--- src/rtl/eirq_pkg.sv ---
package eirq_pkg;

    localparam int OFF_IMASK = 'h00;
    localparam int OFF_EMASK = 'h04;
    localparam int OFF_RISE  = 'h08;
    localparam int OFF_FALL  = 'h0C;
    localparam int OFF_SWT   = 'h10;
    localparam int OFF_PEND  = 'h14;

    typedef enum logic [2:0] {
        SEL_IMASK,
        SEL_EMASK,
        SEL_RISE,
        SEL_FALL,
        SEL_SWT,
        SEL_PEND,
        SEL_NONE
    } reg_sel_e;

    function automatic reg_sel_e decode_sel(input logic [31:0] a);
        reg_sel_e s;
        case (a)
            OFF_IMASK: s = SEL_IMASK;
            OFF_EMASK: s = SEL_EMASK;
            OFF_RISE:  s = SEL_RISE;
            OFF_FALL:  s = SEL_FALL;
            OFF_SWT:   s = SEL_SWT;
            OFF_PEND:  s = SEL_PEND;
            default:   s = SEL_NONE;
        endcase
        return s;
    endfunction

endpackage

--- src/rtl/eirq_edge_sync.sv ---
module eirq_edge_sync #(
    parameter int NUM_LINES = 8
) (
    input  logic                 clk,
    input  logic                 rst_n,
    input  logic [NUM_LINES-1:0] lines_async,
    output logic [NUM_LINES-1:0] rise_o,
    output logic [NUM_LINES-1:0] fall_o
);

    logic [NUM_LINES-1:0] meta_q;
    logic [NUM_LINES-1:0] sync_q;
    logic [NUM_LINES-1:0] prev_q;

    for (genvar g = 0; g < NUM_LINES; g++) begin : g_line
        always_ff @(posedge clk or negedge rst_n) begin
            if (!rst_n) begin
                meta_q[g] <= 1'b0;
                sync_q[g] <= 1'b0;
                prev_q[g] <= 1'b0;
            end else begin
                meta_q[g] <= lines_async[g];
                sync_q[g] <= meta_q[g];
                prev_q[g] <= sync_q[g];
            end
        end
        assign rise_o[g] =  sync_q[g] & ~prev_q[g];
        assign fall_o[g] = ~sync_q[g] &  prev_q[g];
    end

    AST_RISE_SINGLE: assert property (@(posedge clk) disable iff (!rst_n)
        (rise_o != '0) |=> ((rise_o & $past(rise_o)) == '0));

    AST_FALL_SINGLE: assert property (@(posedge clk) disable iff (!rst_n)
        (fall_o != '0) |=> ((fall_o & $past(fall_o)) == '0));

endmodule

--- src/rtl/eirq_regs.sv ---
module eirq_regs
    import eirq_pkg::*;
#(
    parameter int NUM_LINES = 8,
    parameter int ADDR_W    = 8
) (
    input  logic                 clk,
    input  logic                 rst_n,
    input  logic                 bus_valid,
    input  logic                 bus_wr,
    input  logic [ADDR_W-1:0]    bus_addr,
    input  logic [31:0]          bus_wdata,
    output logic [31:0]          bus_rdata,
    input  logic [NUM_LINES-1:0] rise_i,
    input  logic [NUM_LINES-1:0] fall_i,
    output logic                 irq_o,
    output logic                 evt_o
);

    reg_sel_e             sel;
    logic                 wr_en;
    logic                 rd_en;
    logic [NUM_LINES-1:0] wdata_l;
    logic [NUM_LINES-1:0] imask_q, emask_q, rise_sel_q, fall_sel_q, swt_q, pend_q;
    logic [NUM_LINES-1:0] sw_set, pend_clr, trig, set_v;
    logic [31:0]          rd_val;
    logic [31:0]          rdata_q;
    logic                 evt_q;

    assign sel     = decode_sel(32'(bus_addr));
    assign wr_en   = bus_valid &  bus_wr;
    assign rd_en   = bus_valid & ~bus_wr;
    assign wdata_l = bus_wdata[NUM_LINES-1:0];

    if (NUM_LINES < 32) begin : g_spare
        logic unused_wdata_hi;
        assign unused_wdata_hi = ^bus_wdata[31:NUM_LINES];
    end

    always_comb begin
        sw_set   = (wr_en && sel == SEL_SWT)  ? wdata_l : '0;
        pend_clr = (wr_en && sel == SEL_PEND) ? wdata_l : '0;
        trig     = (rise_i & rise_sel_q) | (fall_i & fall_sel_q) | sw_set;
        set_v    = trig & imask_q;
    end

    always_ff @(posedge clk or negedge rst_n) begin
        if (!rst_n) begin
            imask_q    <= '0;
            emask_q    <= '0;
            rise_sel_q <= '0;
            fall_sel_q <= '0;
        end else if (wr_en) begin
            unique case (sel)
                SEL_IMASK: imask_q    <= wdata_l;
                SEL_EMASK: emask_q    <= wdata_l;
                SEL_RISE:  rise_sel_q <= wdata_l;
                SEL_FALL:  fall_sel_q <= wdata_l;
                SEL_SWT, SEL_PEND, SEL_NONE: ;
                default: ;
            endcase
        end
    end

    always_ff @(posedge clk or negedge rst_n) begin
        if (!rst_n) begin
            pend_q <= '0;
            swt_q  <= '0;
            evt_q  <= 1'b0;
        end else begin
            pend_q <= (pend_q & ~pend_clr) | set_v;
            swt_q  <= (swt_q | sw_set) & ~pend_clr;
            evt_q  <= |(trig & emask_q);
        end
    end

    always_comb begin
        unique case (sel)
            SEL_IMASK: rd_val = 32'(imask_q);
            SEL_EMASK: rd_val = 32'(emask_q);
            SEL_RISE:  rd_val = 32'(rise_sel_q);
            SEL_FALL:  rd_val = 32'(fall_sel_q);
            SEL_SWT:   rd_val = 32'(swt_q);
            SEL_PEND:  rd_val = 32'(pend_q);
            SEL_NONE:  rd_val = '0;
            default:   rd_val = '0;
        endcase
    end

    always_ff @(posedge clk or negedge rst_n) begin
        if (!rst_n)     rdata_q <= '0;
        else if (rd_en) rdata_q <= rd_val;
    end

    assign bus_rdata = rdata_q;
    assign irq_o     = |(pend_q & imask_q);
    assign evt_o     = evt_q;

    AST_CLEAR_TAKES: assert property (@(posedge clk) disable iff (!rst_n)
        (pend_clr != '0 && (pend_clr & set_v) == '0) |=> ((pend_q & $past(pend_clr)) == '0));

    AST_SET_WINS: assert property (@(posedge clk) disable iff (!rst_n)
        (set_v != '0) |=> ((pend_q & $past(set_v)) == $past(set_v)));

    AST_PEND_NEEDS_MASK: assert property (@(posedge clk) disable iff (!rst_n)
        ((pend_q & ~$past(pend_q) & ~$past(imask_q)) == '0));

    AST_EVT_HAS_CAUSE: assert property (@(posedge clk) disable iff (!rst_n)
        evt_o |-> ($past(((rise_i & rise_sel_q) | (fall_i & fall_sel_q) | sw_set) & emask_q) != '0));

    AST_IRQ_HOLDS: assert property (@(posedge clk) disable iff (!rst_n)
        ($past(irq_o) && !$past(wr_en)) |-> irq_o);

    if (NUM_LINES < 32) begin : g_hi_chk
        AST_UPPER_ZERO: assert property (@(posedge clk) disable iff (!rst_n)
            (rdata_q[31:NUM_LINES] == '0));
    end

endmodule

--- src/rtl/edge_irq_ctrl.sv ---
module edge_irq_ctrl #(
    parameter int NUM_LINES = 8,
    parameter int ADDR_W    = 8
) (
    input  logic                 clk,
    input  logic                 rst_n,
    input  logic                 bus_valid,
    input  logic                 bus_wr,
    input  logic [ADDR_W-1:0]    bus_addr,
    input  logic [31:0]          bus_wdata,
    output logic [31:0]          bus_rdata,
    input  logic [NUM_LINES-1:0] lines_async,
    output logic                 irq_out,
    output logic                 evt_out
);

    logic [NUM_LINES-1:0] line_rise;
    logic [NUM_LINES-1:0] line_fall;

    eirq_edge_sync #(.NUM_LINES(NUM_LINES)) u_sync (
        .clk         (clk),
        .rst_n       (rst_n),
        .lines_async (lines_async),
        .rise_o      (line_rise),
        .fall_o      (line_fall)
    );

    eirq_regs #(.NUM_LINES(NUM_LINES), .ADDR_W(ADDR_W)) u_regs (
        .clk       (clk),
        .rst_n     (rst_n),
        .bus_valid (bus_valid),
        .bus_wr    (bus_wr),
        .bus_addr  (bus_addr),
        .bus_wdata (bus_wdata),
        .bus_rdata (bus_rdata),
        .rise_i    (line_rise),
        .fall_i    (line_fall),
        .irq_o     (irq_out),
        .evt_o     (evt_out)
    );

    AST_RST_QUIET: assert property (@(posedge clk)
        $past(!rst_n) |-> (!irq_out && !evt_out && bus_rdata == '0));

endmodule

--- config.mk ---
export PLATFORM = sky130hd
export DESIGN_NAME = edge_irq_ctrl
export DESIGN_NICKNAME = d
export VERILOG_FILES = /design/src/rtl/eirq_pkg.sv /design/src/rtl/eirq_edge_sync.sv /design/src/rtl/eirq_regs.sv /design/src/rtl/edge_irq_ctrl.sv
export SDC_FILE = /design/constraint.sdc
export NUM_CORES = 1
export LEC_CHECK = 0
export ABC_CLOCK_PERIOD_IN_PS = 1500
export BUFFER_PORTS_ARGS = -buffer_cell sky130_fd_sc_hd__clkbuf_2
export CORE_MARGIN = 2
export CORE_UTILIZATION = 36
export DETAILED_ROUTE_END_ITERATION = 6
export PLACE_DENSITY = 0.61
export SYNTH_ARGS = -nofsm -noshare
export SYNTH_HDL_FRONTEND = slang
export SYNTH_SLANG_ARGS = --single-unit
--- constraint.sdc ---
create_clock -name clk -period 1.5 [get_ports clk]
set_clock_uncertainty 0.05 [all_clocks]
set_input_delay 0.3 -clock clk [delete_from_list [all_inputs] [get_ports clk]]
set_output_delay 0.3 -clock clk [all_outputs]
set_load 0.01 [all_outputs]
==> results.yml <==
finish:
  antenna_cells: 0
  syn_to_final_growth_pct: 28.82
  drive_gt1_share_pct: 40.64
  final_nets: 454
  finalInstanceArea_sq_um: 4866
setup_path:
  slowest_stage: "or3b_4"
  critPathKind: "in2reg"
  critPathTopFamily: "simple AND/OR/NAND/NOR gates"
  critPathMaxFanout: 4
  start_kind: "input port"
  crit_buf_inv: 2
  critPathRequiredTime_ns: 1.70
  endpoint_kind: "flip-flop"
  reg2reg_setup_slack_ns: -0.07
  crit_arrival_ns: 2.13
  cp_cell_sequence: "buf_6 > nor3_4 > and2_4 > nand3_4 > ha_4 > or3b_4 > nor3_4 > buf_6 > mux2_4"
  cpPeakStageDelay_ns: 0.41
cts:
  htree_levels: 3
  cts_tree: "yes"
  clk_latency_ns: 0.36
  clock_path_buffers: 2
  numCtsBuffers: 9
  cts.sinks: 81
  clk_pin_slew_worst_paths_ns: 0.08
  root_buffer: "clkbuf_8"
placement:
  hpwlAfterDp_um: 6285
  portBuffers: 37
  post-place-ws_ns: -0.9394
  place_area_sq_um: 4304
  gpl.final_weighted_congestion: 0.8281
route:
  viasPerCell: 5.280
  dr.pass1.iters: 5
  vias: 2862
  routed_wl_um: 9367
  drtIter0Drc: 175
  drc: 0
  ant_nets: 0
  wire_per_inst_um: 17.28
global_routing:
  grt_pass1_wl_um: 15190
  grt-ovfl-total: 0
  antenna_found_initial: 0
  grt_pass1_vias: 2918
  groute.usage.overall_pct: 17.59
  grt_max_degree: 82
floorplan:
  die_w_um: 106.4
  start_util_pct: 36.75
  core-area_sq_um: 10280
  io_pins: 86
  die-area_sq_um: 11330
  num_rows: 37
  die_y_um: 106.4
sta:
  hold-worst-slack_ns: 0.1936
  report.final.slew_viol_count: 0
  min_period_ns: 1.937
  hold_viol: 0
  max_freq_ghz: 0.5162
  setup_slack_ns: -0.4371
  period_share_pct: 129.1
  setup_violations: 50
  rsz0062_at_grt: "yes"
yosys:
  synth-main-ff-cell: "dfrtp_1"
  ys_top_cells_by_area: "dfrtp_1 54%, mux2_2 9.5%, buf_4 5.0%"
  syn_inst: 312
  synth.top_cell.area_share_pct: 53.66
  ys_seq_elements: 81
  postSynthAreaPerCell_sq_um: 12.11
  synth_edf_count: 0
  synth.largest_area_cell: "dfrtp_1"
  syn_area_sq_um: 3777
  async_reset_ff_share_pct: 100.0
  ys_warn_count: 0
  yosys.cell_types.count: 34
  seq_area_frac_synth_pct: 53.66
run_status:
  status: "complete, but fails checks"
  violations: "setup timing"
power:
  fin_total_pwr_mw: 4.402
  p_leak_nw: 2.371
  vdd_ir_drop_max_uv: 527.8
  pwr_density_cell_nw_per_um2: 904.6
job:
  cap_viol_max_count: 0
worst_hold_path:
  hold_class: "in2reg"
-- where the power goes --
part | internal, mW | switching (mW) | leakage [nW]
logic | 0.156 | 0.203 | 1.20
registers | 2.24 | 0.0500 | 1.07
clock network | 0.943 | 0.806 | 0.0991
-- metrics by stage --
step	std cells	TNS, ns	utilization (%)
finish	542	-15.71	47.35
global route	542	-17.92	47.35
CTS	536	-15.96	46.32
detailed placement	504	-41.25	41.88
global placement	504	-39.11	41.88
floorplan	335	-30.26	-
-- routing by layer --
metal	vias to the layer above	global-route usage [%]	part of all wire, %
li1	1276	-	-
met1	1459	22.99	44
met2	112	28.34	48
met3	15	4.047	5.6
met4	0	6.957	2.0
met5	-	0	0
-- cell usage in the layout (no fill, tap or decap), drive strengths merged --
| cell type | instances |
|---|---|
| a21o | 8 |
| a21oi | 16 |
| a221oi | 9 |
| a22o | 18 |
| a22oi | 10 |
| a311oi | 1 |
| a31oi | 1 |
| and2 | 1 |
| buf | 51 |
| bufinv | 2 |
| clkbuf | 44 |
| clkinvlp | 3 |
| conb | 24 |
| dfrtp | 81 |
| dlygate4sd3 | 9 |
| ha | 1 |
| inv | 3 |
| mux2 | 32 |
| mux2i | 16 |
| nand2 | 20 |
| nand2b | 4 |
| nand3 | 2 |
| nand3b | 8 |
| nand4 | 5 |
| nor2 | 13 |
| nor3 | 4 |
| nor4 | 1 |
| o211ai | 1 |
| o21ai | 9 |
| o22ai | 8 |
| or3b | 1 |
-- cells in the mapped netlist, types with 2 or more instances --
library cell  number
nand3b_1           8
inv_1              2
nand4_1            4
nand2_1           19
buf_4             25
a21oi_1           16
nand3_1            2
nor3_4             3
mux2i_1           16
nor2_1            11
nand2b_1           4
buf_6              2
dfrtp_1           81
mux2_2            32
a22o_1            18
a221oi_1           9
o22ai_1            8
a22oi_1           10
buf_2             11
o21ai_0            9
a21o_1             8
nor2_2             2
-- final cells by class --
type                       instances  area (sq um)
fill                             940          5411
sequential                        81          2027
multi-input combinational        213          1725
timing repair buffer              94         716.9
tap                              136         170.2
clock buffer                      10         127.6
clock inverter                     6         91.34
inverter                           2         7.507
-- worst paths after layout --
path                       depth (start not counted)                    to             start
max                                                9  u_regs.rise_sel_q[3]       bus_addr[5]
min reg2reg                                        0      u_sync.sync_q[4]  u_sync.meta_q[4]
min in group asynchronous                          3  u_regs.rise_sel_q[2]             rst_n
max in group asynchronous                          3     u_regs.imask_q[5]             rst_n
min                                                2       u_regs.swt_q[1]      bus_wdata[1]
max reg2reg                                        5          u_regs.evt_o  u_sync.sync_q[3]
-- cell families (layout without fill, tap and decap cells) --
group | Yosys count | after routing | share of synthesized area [%]
multiplexers | 48 | 48 | 13.78
flip-flops | 81 | 81 | 53.66
buffers and inverters | 41 | 112 | 7.320
other | 1 | 24 | 0.09928
adder cells (fa/ha/maj) | 1 | 1 | 0.3312
AND/OR/NAND/NOR | 59 | 59 | 9.606
AO/OA/AOI/OAI | 81 | 81 | 15.20
-- what timing repair did --
item / in CTS / in global routing
pin swaps: 17 / 14
endpoints found under the hold margin: 89 / 0
hold buffers: 9 / 0
setup buffers: 7 / 6
resized for setup: 21 / 18
endpoints found under the setup margin: 50 / 58
Power figures use the tool's default switching activity.
